[config.mk]
export PLATFORM = sky130hd
export DESIGN_NAME = aai_word_seq
export DESIGN_NICKNAME = d
export VERILOG_FILES = /design/src/rtl/aai_seq_pkg.sv /design/src/rtl/aai_frame_rx.sv /design/src/rtl/aai_busy_timer.sv /design/src/rtl/aai_prog_emit.sv /design/src/rtl/aai_word_seq.sv
export SDC_FILE = /design/constraint.sdc
export NUM_CORES = 1
export LEC_CHECK = 0
export BUFFER_PORTS_ARGS = -buffer_cell sky130_fd_sc_hd__clkbuf_2
export CORE_ASPECT_RATIO = 1.75
export CORE_MARGIN = 5
export CORE_UTILIZATION = 41
export DETAILED_ROUTE_END_ITERATION = 8
export PLACE_DENSITY_LB_ADDON = 0.2
export RECOVER_POWER = 25
export SLEW_MARGIN = 20
export SYNTH_ARGS = -nofsm -noshare
export SYNTH_HDL_FRONTEND = slang
export SYNTH_SLANG_ARGS = --single-unit
[constraint.sdc]
create_clock -name clk_i -period 8.2 [get_ports clk_i]
set_input_delay 1.23 -clock clk_i [delete_from_list [all_inputs] [get_ports clk_i]]
set_output_delay 1.23 -clock clk_i [all_outputs]
set_load 0.03 [all_outputs]
[src/rtl/aai_seq_pkg.sv]
package aai_seq_pkg;
   localparam logic [7:0] OP_SET_WEL   = 8'h06;
   localparam logic [7:0] OP_CLR_WEL   = 8'h04;
   localparam logic [7:0] OP_SEQ_PROG  = 8'hAD;
   localparam logic [7:0] OP_RB_ON     = 8'h70;
   localparam logic [7:0] OP_RB_OFF    = 8'h80;

   localparam int DATA_BYTES = 2;
   localparam int CTRL_LEN   = 1;

   typedef logic [7:0] byte_t;

   typedef enum logic {
      PH_IDLE = 1'b0,
      PH_ODD  = 1'b1
   } emit_ph_t;
endpackage

[src/rtl/aai_frame_rx.sv]
module aai_frame_rx
   import aai_seq_pkg::*;
#(
   parameter int MAXB = 6
) (
   input  logic                              clk_i,
   input  logic                              rst_ni,
   input  logic                              cs_ni,
   input  logic                              sck_rise_i,
   input  logic                              mosi_i,
   output logic                              frame_done_o,
   output logic [$clog2(MAXB+2)-1:0]         frame_len_o,
   output logic [MAXB-1:0][7:0]              frame_bytes_o
);
   localparam int CNT_W = $clog2(MAXB + 2);
   localparam logic [CNT_W-1:0] CNT_SAT = CNT_W'(MAXB + 1);

   generate
      if (MAXB < 1) begin : g_bad_maxb
         $error("aai_frame_rx: MAXB must be at least 1");
      end
   endgenerate

   logic             cs_d;
   logic [2:0]       bit_cnt;
   logic [6:0]       shreg;
   logic [CNT_W-1:0] n_bytes;
   byte_t            byte_q [MAXB];
   logic             byte_end;

   assign byte_end = !cs_ni && sck_rise_i && (bit_cnt == 3'd7);

   always_ff @(posedge clk_i or negedge rst_ni) begin
      if (!rst_ni) begin
         cs_d    <= 1'b1;
         bit_cnt <= '0;
         shreg   <= '0;
         n_bytes <= '0;
      end else begin
         cs_d <= cs_ni;
         if (cs_ni) begin
            bit_cnt <= '0;
            n_bytes <= '0;
         end else if (sck_rise_i) begin
            shreg   <= {shreg[5:0], mosi_i};
            bit_cnt <= bit_cnt + 3'd1;
            if (bit_cnt == 3'd7 && n_bytes != CNT_SAT) begin
               n_bytes <= n_bytes + 1'b1;
            end
         end
      end
   end

   for (genvar i = 0; i < MAXB; i++) begin : g_slot
      always_ff @(posedge clk_i or negedge rst_ni) begin
         if (!rst_ni) begin
            byte_q[i] <= '0;
         end else if (byte_end && n_bytes == CNT_W'(i)) begin
            byte_q[i] <= {shreg, mosi_i};
         end
      end
      assign frame_bytes_o[i] = byte_q[i];
   end

   assign frame_done_o = cs_ni && !cs_d && (bit_cnt == 3'd0) && (n_bytes != '0);
   assign frame_len_o  = n_bytes;

   // deselect always discards partial bits and the byte count
   p_clear_on_deselect_r7: assert property (@(posedge clk_i) disable iff (!rst_ni)
      cs_ni |=> (bit_cnt == 3'd0 && n_bytes == '0));

   // strobes while deselected leave the shift register alone
   p_idle_shift_r1: assert property (@(posedge clk_i) disable iff (!rst_ni)
      (cs_ni && sck_rise_i) |=> $stable(shreg));
endmodule

[src/rtl/aai_busy_timer.sv]
module aai_busy_timer #(
   parameter int BUSY_CYCLES = 64
) (
   input  logic clk_i,
   input  logic rst_ni,
   input  logic start_i,
   output logic busy_o
);
   localparam int CW = $clog2(BUSY_CYCLES + 1);
   localparam logic [CW-1:0] LOAD = CW'(BUSY_CYCLES);

   generate
      if (BUSY_CYCLES < 2) begin : g_bad_busy
         $error("aai_busy_timer: BUSY_CYCLES must cover the two request cycles");
      end
   endgenerate

   logic [CW-1:0] cnt;

   always_ff @(posedge clk_i or negedge rst_ni) begin
      if (!rst_ni) begin
         cnt <= '0;
      end else if (start_i) begin
         cnt <= LOAD;
      end else if (cnt != '0) begin
         cnt <= cnt - 1'b1;
      end
   end

   assign busy_o = (cnt != '0);

   // an accepted word loads the full program time
   p_load_r6: assert property (@(posedge clk_i) disable iff (!rst_ni)
      start_i |=> (busy_o && cnt == LOAD));

   // the sequencer never restarts a running timer
   p_no_restart_r6: assert property (@(posedge clk_i) disable iff (!rst_ni)
      busy_o |-> !start_i);
endmodule

[src/rtl/aai_prog_emit.sv]
module aai_prog_emit
   import aai_seq_pkg::*;
#(
   parameter int ADDR_W = 18
) (
   input  logic              clk_i,
   input  logic              rst_ni,
   input  logic              fire_i,
   input  logic [ADDR_W-1:0] word_i,
   input  logic [7:0]        d0_i,
   input  logic [7:0]        d1_i,
   output logic              prog_req_o,
   output logic [ADDR_W-1:0] prog_addr_o,
   output logic [7:0]        prog_data_o
);
   localparam logic [ADDR_W-1:0] LSB = ADDR_W'(1);

   emit_ph_t ph;
   byte_t    d1_q;

   always_ff @(posedge clk_i or negedge rst_ni) begin
      if (!rst_ni) begin
         ph          <= PH_IDLE;
         d1_q        <= '0;
         prog_req_o  <= 1'b0;
         prog_addr_o <= '0;
         prog_data_o <= '0;
      end else if (fire_i) begin
         ph          <= PH_ODD;
         d1_q        <= d1_i;
         prog_req_o  <= 1'b1;
         prog_addr_o <= word_i & ~LSB;
         prog_data_o <= d0_i;
      end else if (ph == PH_ODD) begin
         ph          <= PH_IDLE;
         prog_req_o  <= 1'b1;
         prog_addr_o <= prog_addr_o | LSB;
         prog_data_o <= d1_q;
      end else begin
         prog_req_o  <= 1'b0;
      end
   end

   // an even request is followed at once by the odd byte of the same word
   p_pair_r10: assert property (@(posedge clk_i) disable iff (!rst_ni)
      (prog_req_o && !prog_addr_o[0]) |=>
         (prog_req_o && prog_addr_o[0] && $stable(prog_addr_o[ADDR_W-1:1])));

   // an odd request only ever follows an even one
   p_odd_after_even_r4: assert property (@(posedge clk_i) disable iff (!rst_ni)
      (prog_req_o && prog_addr_o[0]) |-> ($past(prog_req_o) && !$past(prog_addr_o[0])));

   // a new word never arrives while the odd byte is still pending
   p_fire_idle_r6: assert property (@(posedge clk_i) disable iff (!rst_ni)
      fire_i |-> (ph == PH_IDLE));
endmodule

[src/rtl/aai_word_seq.sv]
module aai_word_seq
   import aai_seq_pkg::*;
#(
   parameter int ADDR_W      = 18,
   parameter int ADDR_BYTES  = 3,
   parameter int BUSY_CYCLES = 64
) (
   input  logic              clk_i,
   input  logic              rst_ni,
   input  logic              cs_ni,
   input  logic              sck_rise_i,
   input  logic              mosi_i,
   output logic              prog_req_o,
   output logic [ADDR_W-1:0] prog_addr_o,
   output logic [7:0]        prog_data_o,
   output logic              wel_o,
   output logic              aai_active_o,
   output logic              busy_o,
   output logic              so_oe_o,
   output logic              so_o
);
   localparam int START_LEN = 1 + ADDR_BYTES + DATA_BYTES;
   localparam int NEXT_LEN  = 1 + DATA_BYTES;
   localparam int LEN_W     = $clog2(START_LEN + 2);
   localparam logic [ADDR_W-1:0] WORD_STEP = ADDR_W'(2);
   localparam logic [ADDR_W-1:0] LSB       = ADDR_W'(1);

   generate
      if (ADDR_W < 8 * (ADDR_BYTES - 1) + 1 || ADDR_W > 8 * ADDR_BYTES) begin : g_bad_addr
         $error("aai_word_seq: ADDR_W must fit the top address byte");
      end
   endgenerate

   logic                        done;
   logic [LEN_W-1:0]            len;
   logic [START_LEN-1:0][7:0]   fbytes;

   aai_frame_rx #(.MAXB(START_LEN)) u_rx (
      .clk_i        (clk_i),
      .rst_ni       (rst_ni),
      .cs_ni        (cs_ni),
      .sck_rise_i   (sck_rise_i),
      .mosi_i       (mosi_i),
      .frame_done_o (done),
      .frame_len_o  (len),
      .frame_bytes_o(fbytes)
   );

   // start address: byte 1 is most significant, only ADDR_W bits kept
   logic [ADDR_W-1:0] start_addr;
   for (genvar b = 0; b < ADDR_W; b++) begin : g_abit
      assign start_addr[b] = fbytes[ADDR_BYTES - (b / 8)][b % 8];
   end

   logic              wel_q, active_q, rb_en_q;
   logic [ADDR_W-1:0] next_q;
   logic              busy;
   logic              is_ctrl, is_seq, start_ok, cont_ok, fire, last_word;
   logic [ADDR_W-1:0] word;
   byte_t             d0, d1;

   always_comb begin
      is_ctrl   = done && (len == LEN_W'(CTRL_LEN));
      is_seq    = done && (fbytes[0] == OP_SEQ_PROG) && !busy;
      start_ok  = is_seq && !active_q && wel_q && (len == LEN_W'(START_LEN));
      cont_ok   = is_seq && active_q && (len == LEN_W'(NEXT_LEN));
      fire      = start_ok || cont_ok;
      word      = start_ok ? (start_addr & ~LSB) : next_q;
      d0        = start_ok ? fbytes[START_LEN-2] : fbytes[1];
      d1        = start_ok ? fbytes[START_LEN-1] : fbytes[2];
      last_word = &word[ADDR_W-1:1];
   end

   always_ff @(posedge clk_i or negedge rst_ni) begin
      if (!rst_ni) begin
         wel_q    <= 1'b0;
         active_q <= 1'b0;
         rb_en_q  <= 1'b0;
         next_q   <= '0;
      end else begin
         if (is_ctrl) begin
            unique case (fbytes[0])
               OP_SET_WEL: wel_q <= 1'b1;
               OP_CLR_WEL: begin
                  wel_q    <= 1'b0;
                  active_q <= 1'b0;
               end
               OP_RB_ON:   rb_en_q <= 1'b1;
               OP_RB_OFF:  rb_en_q <= 1'b0;
               default: ;
            endcase
         end
         if (fire) begin
            if (last_word) begin
               active_q <= 1'b0;
               wel_q    <= 1'b0;
            end else begin
               active_q <= 1'b1;
               next_q   <= word + WORD_STEP;
            end
         end
      end
   end

   aai_busy_timer #(.BUSY_CYCLES(BUSY_CYCLES)) u_timer (
      .clk_i  (clk_i),
      .rst_ni (rst_ni),
      .start_i(fire),
      .busy_o (busy)
   );

   aai_prog_emit #(.ADDR_W(ADDR_W)) u_emit (
      .clk_i      (clk_i),
      .rst_ni     (rst_ni),
      .fire_i     (fire),
      .word_i     (word),
      .d0_i       (d0),
      .d1_i       (d1),
      .prog_req_o (prog_req_o),
      .prog_addr_o(prog_addr_o),
      .prog_data_o(prog_data_o)
   );

   assign wel_o        = wel_q;
   assign aai_active_o = active_q;
   assign busy_o       = busy;
   assign so_oe_o      = rb_en_q && !cs_ni;
   assign so_o         = !busy;

   // an open session always has the write-enable latch set
   p_active_needs_wel_r9: assert property (@(posedge clk_i) disable iff (!rst_ni)
      active_q |-> wel_q);

   // the running word address is frozen while programming
   p_addr_hold_busy_r6: assert property (@(posedge clk_i) disable iff (!rst_ni)
      busy |=> $stable(next_q));

   // the running word address is always even
   p_word_even_r4: assert property (@(posedge clk_i) disable iff (!rst_ni)
      active_q |-> !next_q[0]);
endmodule

==> impl_results.md, run 1 <==
- Clock share of power: 53.0%
- FILL cells: 1333
- Fin. Hold Viols: 0
- Core Footprint: 14400 um^2
- Failing checks: capacitance limit, slew limit
- Post-CTS Resized: 0
- Antenna cell count: 0
- Via/cell ratio: 5.48
- Non-filler cells, final: 789
- Max Slew Vio Count: 78
- Post-synthesis async set-or-reset flop share: 100%
- Die H: 170 um
- CP Class: input port to flop
- Gate power share: 2.3%
- Syn_area_per_cell: 10.6 um^2
- Post-placement cell count: 757
- First drt pass iteration count: 4
- Fmax: 195 MHz
- Clock-pin transition on the worst setup and hold timing paths: 0.06 ns
- Total track usage: 17.9%
- Crit start category: input port
- Min cycle time layout: 5.12 ns
- Die ar.: 17300 um^2
- Fin crit share: 62.4%
- RSZ-0062 raised after global routing: false
- VDD IR max: 0.000132 V
- Total CTS buffers: 17
- Clk root buf: clkbuf_16
- Synth unique cells: 47
- Worst clock skew: 0.00893 ns
- Post-Syn Area: 6030 um^2
- Max Cap Viol: 1
- Initial antenna violation count: 0
- Ys Warns: 0
- Number of synthesized flops with an enable pin: 0
- DR vias: 4321
- Worst hold slack: 0.468 ns
- DRC Markers: 0
- Synth Instances: 568
- Die Wd: 102 um
- CTS tree: done
- Pin count of the biggest net entering global routing: 78
- Endpoints failing setup: 0
- Worst-Margin Slew: 4.17 ns
- Post-synth top flop: dfrtp_1
- Number of post-CTS setup repair buffers: 0
- Clk_lat worst skew: 0.40 ns
- H-tree levels: 4
- Share of cells above drive strength 1: 21.7%
- Worst slack at placement: 2.94 ns
- Area growth syn-to-layout: 15.4%
- Slew HR: -178%
- WP data arrival: 5.44 ns
- Final nets: 614
- Drt wl/cell: 18.2 um
- Gr ovfl total: 0
- IO Port Bufs: 36
- Final worst slack: 3.08 ns
- Bufs on Longest Clock Path: 2
- Sw frac: 22.7%
- Internal power: 1.16 mW
- CP Max Fanout: 17
- Sink Count: 124
- Overall power: 1.50 mW
- First-pass GRT wire length: 23700 um
- Final TNS setup: 0 ns
- CP max stage delay: 0.59 ns
- Static leakage: 3.45 nW
- Vias in the first global route: 4411
- RePlAce Congestion: 0.815
- Row Count: 58
- HPWL Detailed: 9890 um
- Min-Delay Path Class: flop to flop
- Slowest CP cell: a2111oi_4
- CP delay by family, top: simple AND/OR/NAND/NOR gates
- Sequential Power Share: 44.7%
- PwrDens: 215 nW/um^2
- NetSw: 0.340 mW
- Sequential fraction of the synthesis area: 51.5%
- Initial Util: 41.8%
- Post-Route WL: 14400 um
- Crit path capture type: flop
- CP bufs+invs: 1
- Status: finished, violations left
- Ports: 37
- Net Count, Synth: 586
- Post-synthesis register bit count: 124
- Req. time, crit path: 8.52 ns
- Critical-path cell list: clkbuf_1 > nand2_1 > a2111oi_4 > and4_1 > mux2_1 > ha_1 > and3_1 > and4_1 > nand4_1 > o21ai_0 > ha_1 > nor2_2 > o21ai_0 > a22oi_1
- Hold_buf cts: 0
- DRT antenna net count: 0
- Iteration-0 DRC Markers: 187
## power by group through the flow
stage          logic (mW)  clock network (mW)  registers [mW]
2_1_floorplan      0.0191                   0           0.655
3_3_place_gp       0.0341                   0           0.681
3_5_place_dp       0.0363                   0           0.681
4_1_cts            0.0366               0.808           0.670
5_1_grt            0.0397               0.837           0.671
6_report           0.0347               0.794           0.670
## routing by layer
| layer | up-vias | track usage [%] | wire (um) |
|---|---|---|---|
| met2 | 73 | 31.9 | 7810 |
| met5 | - | 0 | 0 |
| met1 | 2162 | 20.9 | 5780 |
| met4 | 0 | 6.83 | 372 |
| met3 | 18 | 3.24 | 413 |
| li1 | 2068 | - | - |
## logic make-up (layout without fill, tap and decap cells)
group	after synthesis	count (layout)	synth area share [%]
and+or+nand+nor	196	196	16.0
DFF	124	124	51.5
AOI/OAI and AO/OA	91	91	8.98
muxes	85	85	15.3
buffers and inverters	40	81	2.78
xor gates and xnor gates	19	19	2.76
adders and majority gates	13	13	2.70
## final cells by class
class	count	area (um^2)	share of cell area (%)
flip-flops and latches	124	3100	44.6
multi-input cells	404	2760	39.7
clock buffers	18	439	6.31
well taps	180	225	3.24
repair buffers	39	200	2.88
clock inverters	14	193	2.77
inverters	10	37.5	0.539
## metrics by stage
stage / instance area (um^2) / utilization (%)
final: 6960 / 48.2
after global routing: 6960 / 48.2
after CTS: 6960 / 48.2
after detailed placement: 6330 / 43.8
after global placement: 6330 / 43.8
after floorplan: 6030 / -
## flip-flops by register name, summed over array words and instances (netlist names), 7 cells and up
signal / cells
u_rx.shreg: 7
u_emit.prog_addr_o: 18
u_rx.frame_bytes_o: 47
next_q: 17
u_emit.prog_data_o: 8
u_emit.d1_q: 8
u_timer.cnt: 7
## cells in the final DEF (no fill, tap or decap), types with 3 or more instances in the layout
cell / n
nor4_1: 4
clkinv_2: 3
bufinv_16: 4
xnor2_1: 11
ha_1: 13
mux2_2: 56
nor2_1: 23
dfrtp_1: 123
nand3_1: 13
o22ai_1: 3
o21ai_0: 27
xor2_1: 8
a21oi_1: 21
nand4_1: 14
buf_4: 3
inv_1: 9
nor3_1: 8
mux2i_1: 26
a31oi_1: 8
mux2_1: 3
o21ai_1: 12
clkbuf_2: 34
nor2b_1: 10
clkbuf_16: 17
a211oi_1: 10
and4_1: 8
clkinv_4: 3
clkinvlp_4: 3
nand2_1: 91
and3_1: 9
## worst min-delay path, cell delays in order, from the launching register on
cell and delay (ns):
dfrtp_1 0.34, nand2_1 0.05, nand2_1 0.05
## path summary, 6_finish.rpt
path	slack (ns)	depth (start not counted)	to	startpoint
setup / recovery	3.08	14	next_q[13]	cs_ni
hold / removal	0.47	2	u_emit.prog_addr_o[1]	u_emit.prog_addr_o[1]
max in group asynchronous	3.54	1	u_rx.frame_bytes_o[20]	rst_ni
setup reg to reg	3.63	14	next_q[13]	u_rx.frame_len_o[0]
min in group asynchronous	2.28	1	u_emit.prog_addr_o[6]	rst_ni
hold reg to reg	0.47	2	u_emit.prog_addr_o[1]	u_emit.prog_addr_o[1]
## synth_stat cells, types with 9 or more instances
master / instances / area, um^2
nor2b_1: 10 / 62.6
a211oi_1: 10 / 75.1
buf_2: 14 / 70.1
inv_1: 9 / 33.8
o21ai_0: 27 / 135
a21oi_1: 21 / 105
mux2_2: 56 / 631
nor2_1: 23 / 86.3
clkbuf_1: 15 / 56.3
xnor2_1: 11 / 96.3
o21ai_1: 12 / 60.1
nand4_1: 14 / 87.6
ha_1: 13 / 163
nand3_1: 13 / 65.1
mux2i_1: 26 / 260
and3_1: 9 / 56.3
dfrtp_1: 123 / 3080
nand2_1: 91 / 342
Power figures use the tool's default switching activity.
==> run 2: changes to the inputs <==
--- a/config.mk
+++ b/config.mk
@@ -5,6 +5,7 @@
 export SDC_FILE = /design/constraint.sdc
 export NUM_CORES = 1
 export LEC_CHECK = 0
+export ABC_AREA = 1
 export BUFFER_PORTS_ARGS = -buffer_cell sky130_fd_sc_hd__clkbuf_2
 export CORE_ASPECT_RATIO = 1.75
 export CORE_MARGIN = 5
==> constraint.sdc (replaced) <==
create_clock -name clk_i -period 5.31 [get_ports clk_i]
set_input_delay 0.7965 -clock clk_i [delete_from_list [all_inputs] [get_ports clk_i]]
set_output_delay 0.7965 -clock clk_i [all_outputs]
set_load 0.03 [all_outputs]
==> impl_results.md, run 2 <==
- Reg-to-reg setup timing slack: 1.56 ns (-2.07 ns)
- Die ar.: 17100 um^2 (-1.5%)
- Antenna cell count: 0 (unchanged)
- Post-Route WL: 15300 um (+6.2%)
- DRT antenna net count: 0 (unchanged)
- Vias in the first global route: 5043 (+14%)
- Hold_buf cts: 0 (unchanged)
- CP Max Fanout: 26 (+9)
- NetSw: 0.526 mW (+55%)
- Worst-Margin Slew: 1.09 ns (-3.08 ns)
- CP max stage delay: 0.41 ns (-0.18 ns)
- Total track usage: 19.2% (+1.3 points)
- Final nets: 757 (+23%)
- Max Slew Vio Count: 0 (-100%)
- Top cell type's share of synthesized area: 51.9% (+0.83 points)
- RSZ-0062 raised after global routing: false
- Post-CTS Resized: 0 (unchanged)
- Max reg flops: 47 (unchanged)
- Design Area, Final: 6840 um^2 (-1.7%)
- Clock share of power: 51.9% (-1.1 points)
- Register Area: 3100 um^2 (unchanged)
- RePlAce Congestion: 0.947 (+16%)
- DR vias: 4752 (+10%)
- Worst clock skew: 0.00665 ns (-0.00227 ns)
- Min cycle time layout: 3.75 ns
- Synth Instances: 702 (+24%)
- CTS tree: done
- DRC Markers: 0 (unchanged)
- Post-synth top flop: dfrtp_1
- Post-Syn Area: 5930 um^2 (-1.6%)
- Most common cell after layout, fill and taps aside: nand2_1
- WP data arrival: 4.03 ns (-1.41 ns)
- Static leakage: 3.38 nW (-1.9%)
- Synth area leaders: dfrtp_1 (52%), nand2_1 (11%), o21ai_0 (5.6%)
- Critical-path cell list: inv_1 > ha_1 > nand2_1 > nor3_4 > buf_4 > nand3_2 > buf_4 > nand2_1 > nand2_1 > nand3_1 > inv_1 > nand2_2 > clkinv_2 > nand2_2 > nor2_1 > ha_1 > nor2_1 > inv_1 > nand2_1 > o21ai_0
- Area after DPL: 6250 um^2 (-1.3%)
- Via/cell ratio: 5.10 (-6.9%)
- Number of post-CTS setup repair buffers: 0 (unchanged)
- Gr ovfl total: 0 (unchanged)
- CP dominant cell by count: nand2_1
- Total CTS buffers: 17 (unchanged)
- Sequential fraction of the synthesis area: 52.3% (+0.84 points)
- Sink Count: 124 (unchanged)
- Commonest cells after routing, fill and taps aside: nand2_1 (175), dfrtp_1 (123), inv_1 (79), nor2_1 (67), o21ai_0 (66)
- Top cells by count, synth: nand2_1 (175), dfrtp_1 (123), inv_1 (79)
- Worst Setup SP: u_rx.frame_len_o[0]
- Worst reg2reg path endpoint: next_q[5]
- Fmax: 267 MHz
- Initial antenna violation count: 0 (unchanged)
- Post-placement cell count: 900 (+19%)
- Status: finished, final reports clean
- Synth unique cells: 36 (-23%)
- Max Cap Viol: 0 (-1)
- Internal power: 1.71 mW (+47%)
- Gate power share: 3.3% (+1.0 points)
- FILL cells: 1373 (+3.0%)
- Core Footprint: 14300 um^2 (-1.0%)
- Req. time, crit path: 5.59 ns (-2.93 ns)
- VDD IR max: 0.000187 V (+41%)
- Die Wd: 101 um (-0.72%)
- Slowest CP cell: dfrtp_1
- Pin count of the biggest net entering global routing: 76 (-2.6%)
- IO Port Bufs: 36 (unchanged)
- Crit path capture type: flop
- Area of the multi-input gates: 2380 um^2 (-14%)
- Post-synthesis async set-or-reset flop share: 100% (unchanged)
- Sw frac: 23.6% (+0.85 points)
- CP Class: flop to flop
- Number of synthesized flops with an enable pin: 0 (unchanged)
- Initial Util: 41.5% (-0.25 points)
- Ys Warns: 0 (unchanged)
- Area growth syn-to-layout: 15.3% (about the same)
- PwrDens: 326 nW/um^2 (+51%)
- H-tree levels: 4 (unchanged)
- Ports: 37 (unchanged)
- Crit start category: flop
- Clk root buf: clkbuf_16
- Overall power: 2.23 mW (+49%)
- Final TNS setup: 0 ns (unchanged)
- Drt wl/cell: 16.4 um (-10%)
- Bufs on Longest Clock Path: 2 (unchanged)
- Fin. Hold Viols: 0 (unchanged)
- Share of cells above drive strength 1: 14.5% (-7.2 points)
- Sequential Power Share: 44.7% (about the same)
- Die H: 169 um (-0.75%)
- First drt pass iteration count: 5 (+1)
- Top-count cell post-synth: nand2_1
- Endpoints failing setup: 0 (unchanged)
- Clock-pin transition on the worst setup and hold timing paths: 0.06 ns (about the same)
- Row Count: 58 (unchanged)
- CP endpoint: next_q[5]
- Min-Delay Path Class: flop to flop
- Fin crit share: 70.6%
- Worst reg2reg startpoint: u_rx.frame_len_o[0]
- Slew HR: 26.9% (+200 points)
- Clk_lat worst skew: 0.42 ns (+0.02 ns)
- R2R depth: 20 (+6)
- HPWL Detailed: 11300 um (+14%)
- Iteration-0 DRC Markers: 210 (+12%)
- Largest area contributor in the netlist: dfrtp_1
- Non-filler cells, final: 932 (+18%)
- Syn_area_per_cell: 8.45 um^2 (-20%)
- Post-synthesis register bit count: 124 (unchanged)
- Net Count, Synth: 720 (+23%)
- First-pass GRT wire length: 25300 um (+6.6%)
run 2: logic make-up after synthesis:
group	Yosys count	synth area share, %
AND/OR/NAND/NOR	321	24.2
AO/OA/AOI/OAI	129	12.1
flip-flops	124	52.3
buffers and inverters	108	7.63
adder cells (fa/ha/maj)	13	2.74
XOR/XNOR	7	1.03
run 2: area by class of cell:
type | instances | share of cell area, %
multi-input combinational | 470 | 34.8
tap | 180 | 3.29
sequential | 124 | 45.4
clock buffer | 19 | 6.62
inverter | 85 | 4.68
clock inverter | 13 | 2.05
timing repair buffer | 41 | 3.20
run 2: worst min-delay path by stage:
| stage | slack, ns | depth (start not counted) | end | start |
|---|---|---|---|---|
| floorplan | 0.44 | 2 | next_q[2] | next_q[2] |
| global placement | 0.46 | 2 | u_timer.cnt[1] | u_timer.cnt[1] |
| detailed placement | 0.46 | 1 | u_timer.cnt[5] | u_timer.cnt[5] |
| CTS | 0.47 | 1 | u_timer.cnt[5] | u_timer.cnt[5] |
| global route | 0.48 | 1 | u_timer.cnt[5] | u_timer.cnt[5] |
| finish | 0.47 | 1 | u_timer.cnt[5] | u_timer.cnt[5] |
run 2: worst max-delay path, delay by kind of cell, from the launching register on:
family | cells | cell delay (ns)
AND/OR/NAND/NOR | 11 | 1.53
buffers and inverters | 6 | 1.16
adder cells (fa/ha/maj) | 2 | 0.41
flip-flops | 1 | 0.41
AO/OA/AOI/OAI | 1 | 0.09
run 2: per-layer routing:
metal	vias to the layer above	global-route usage, %	wire [um]
met5	-	0	0
li1	2355	-	-
met3	41	3.46	464
met4	0	11.0	781
met2	103	34.8	8430
met1	2253	20.3	5580
run 2: per-stage QoR:
step           setup slack (ns)  util [%]  hold WS, ns
4_1_cts                    1.58      47.8        0.472
3_3_place_gp               1.44      43.7        0.460
6_report                   1.56      47.9        0.472
3_5_place_dp               1.29      43.7        0.458
2_1_floorplan              2.23         -        0.442
5_1_grt                    1.18      47.9        0.475
run 2: power by group through the flow:
stage | clock, mW | combinational, mW | sequential [mW]
final | 1.16 | 0.0742 | 0.999
after CTS | 1.18 | 0.0770 | 0.998
after global routing | 1.21 | 0.0865 | 1.00
after floorplan | 0 | 0.0364 | 1.00
after global placement | 0 | 0.0741 | 1.01
after detailed placement | 0 | 0.0762 | 1.02
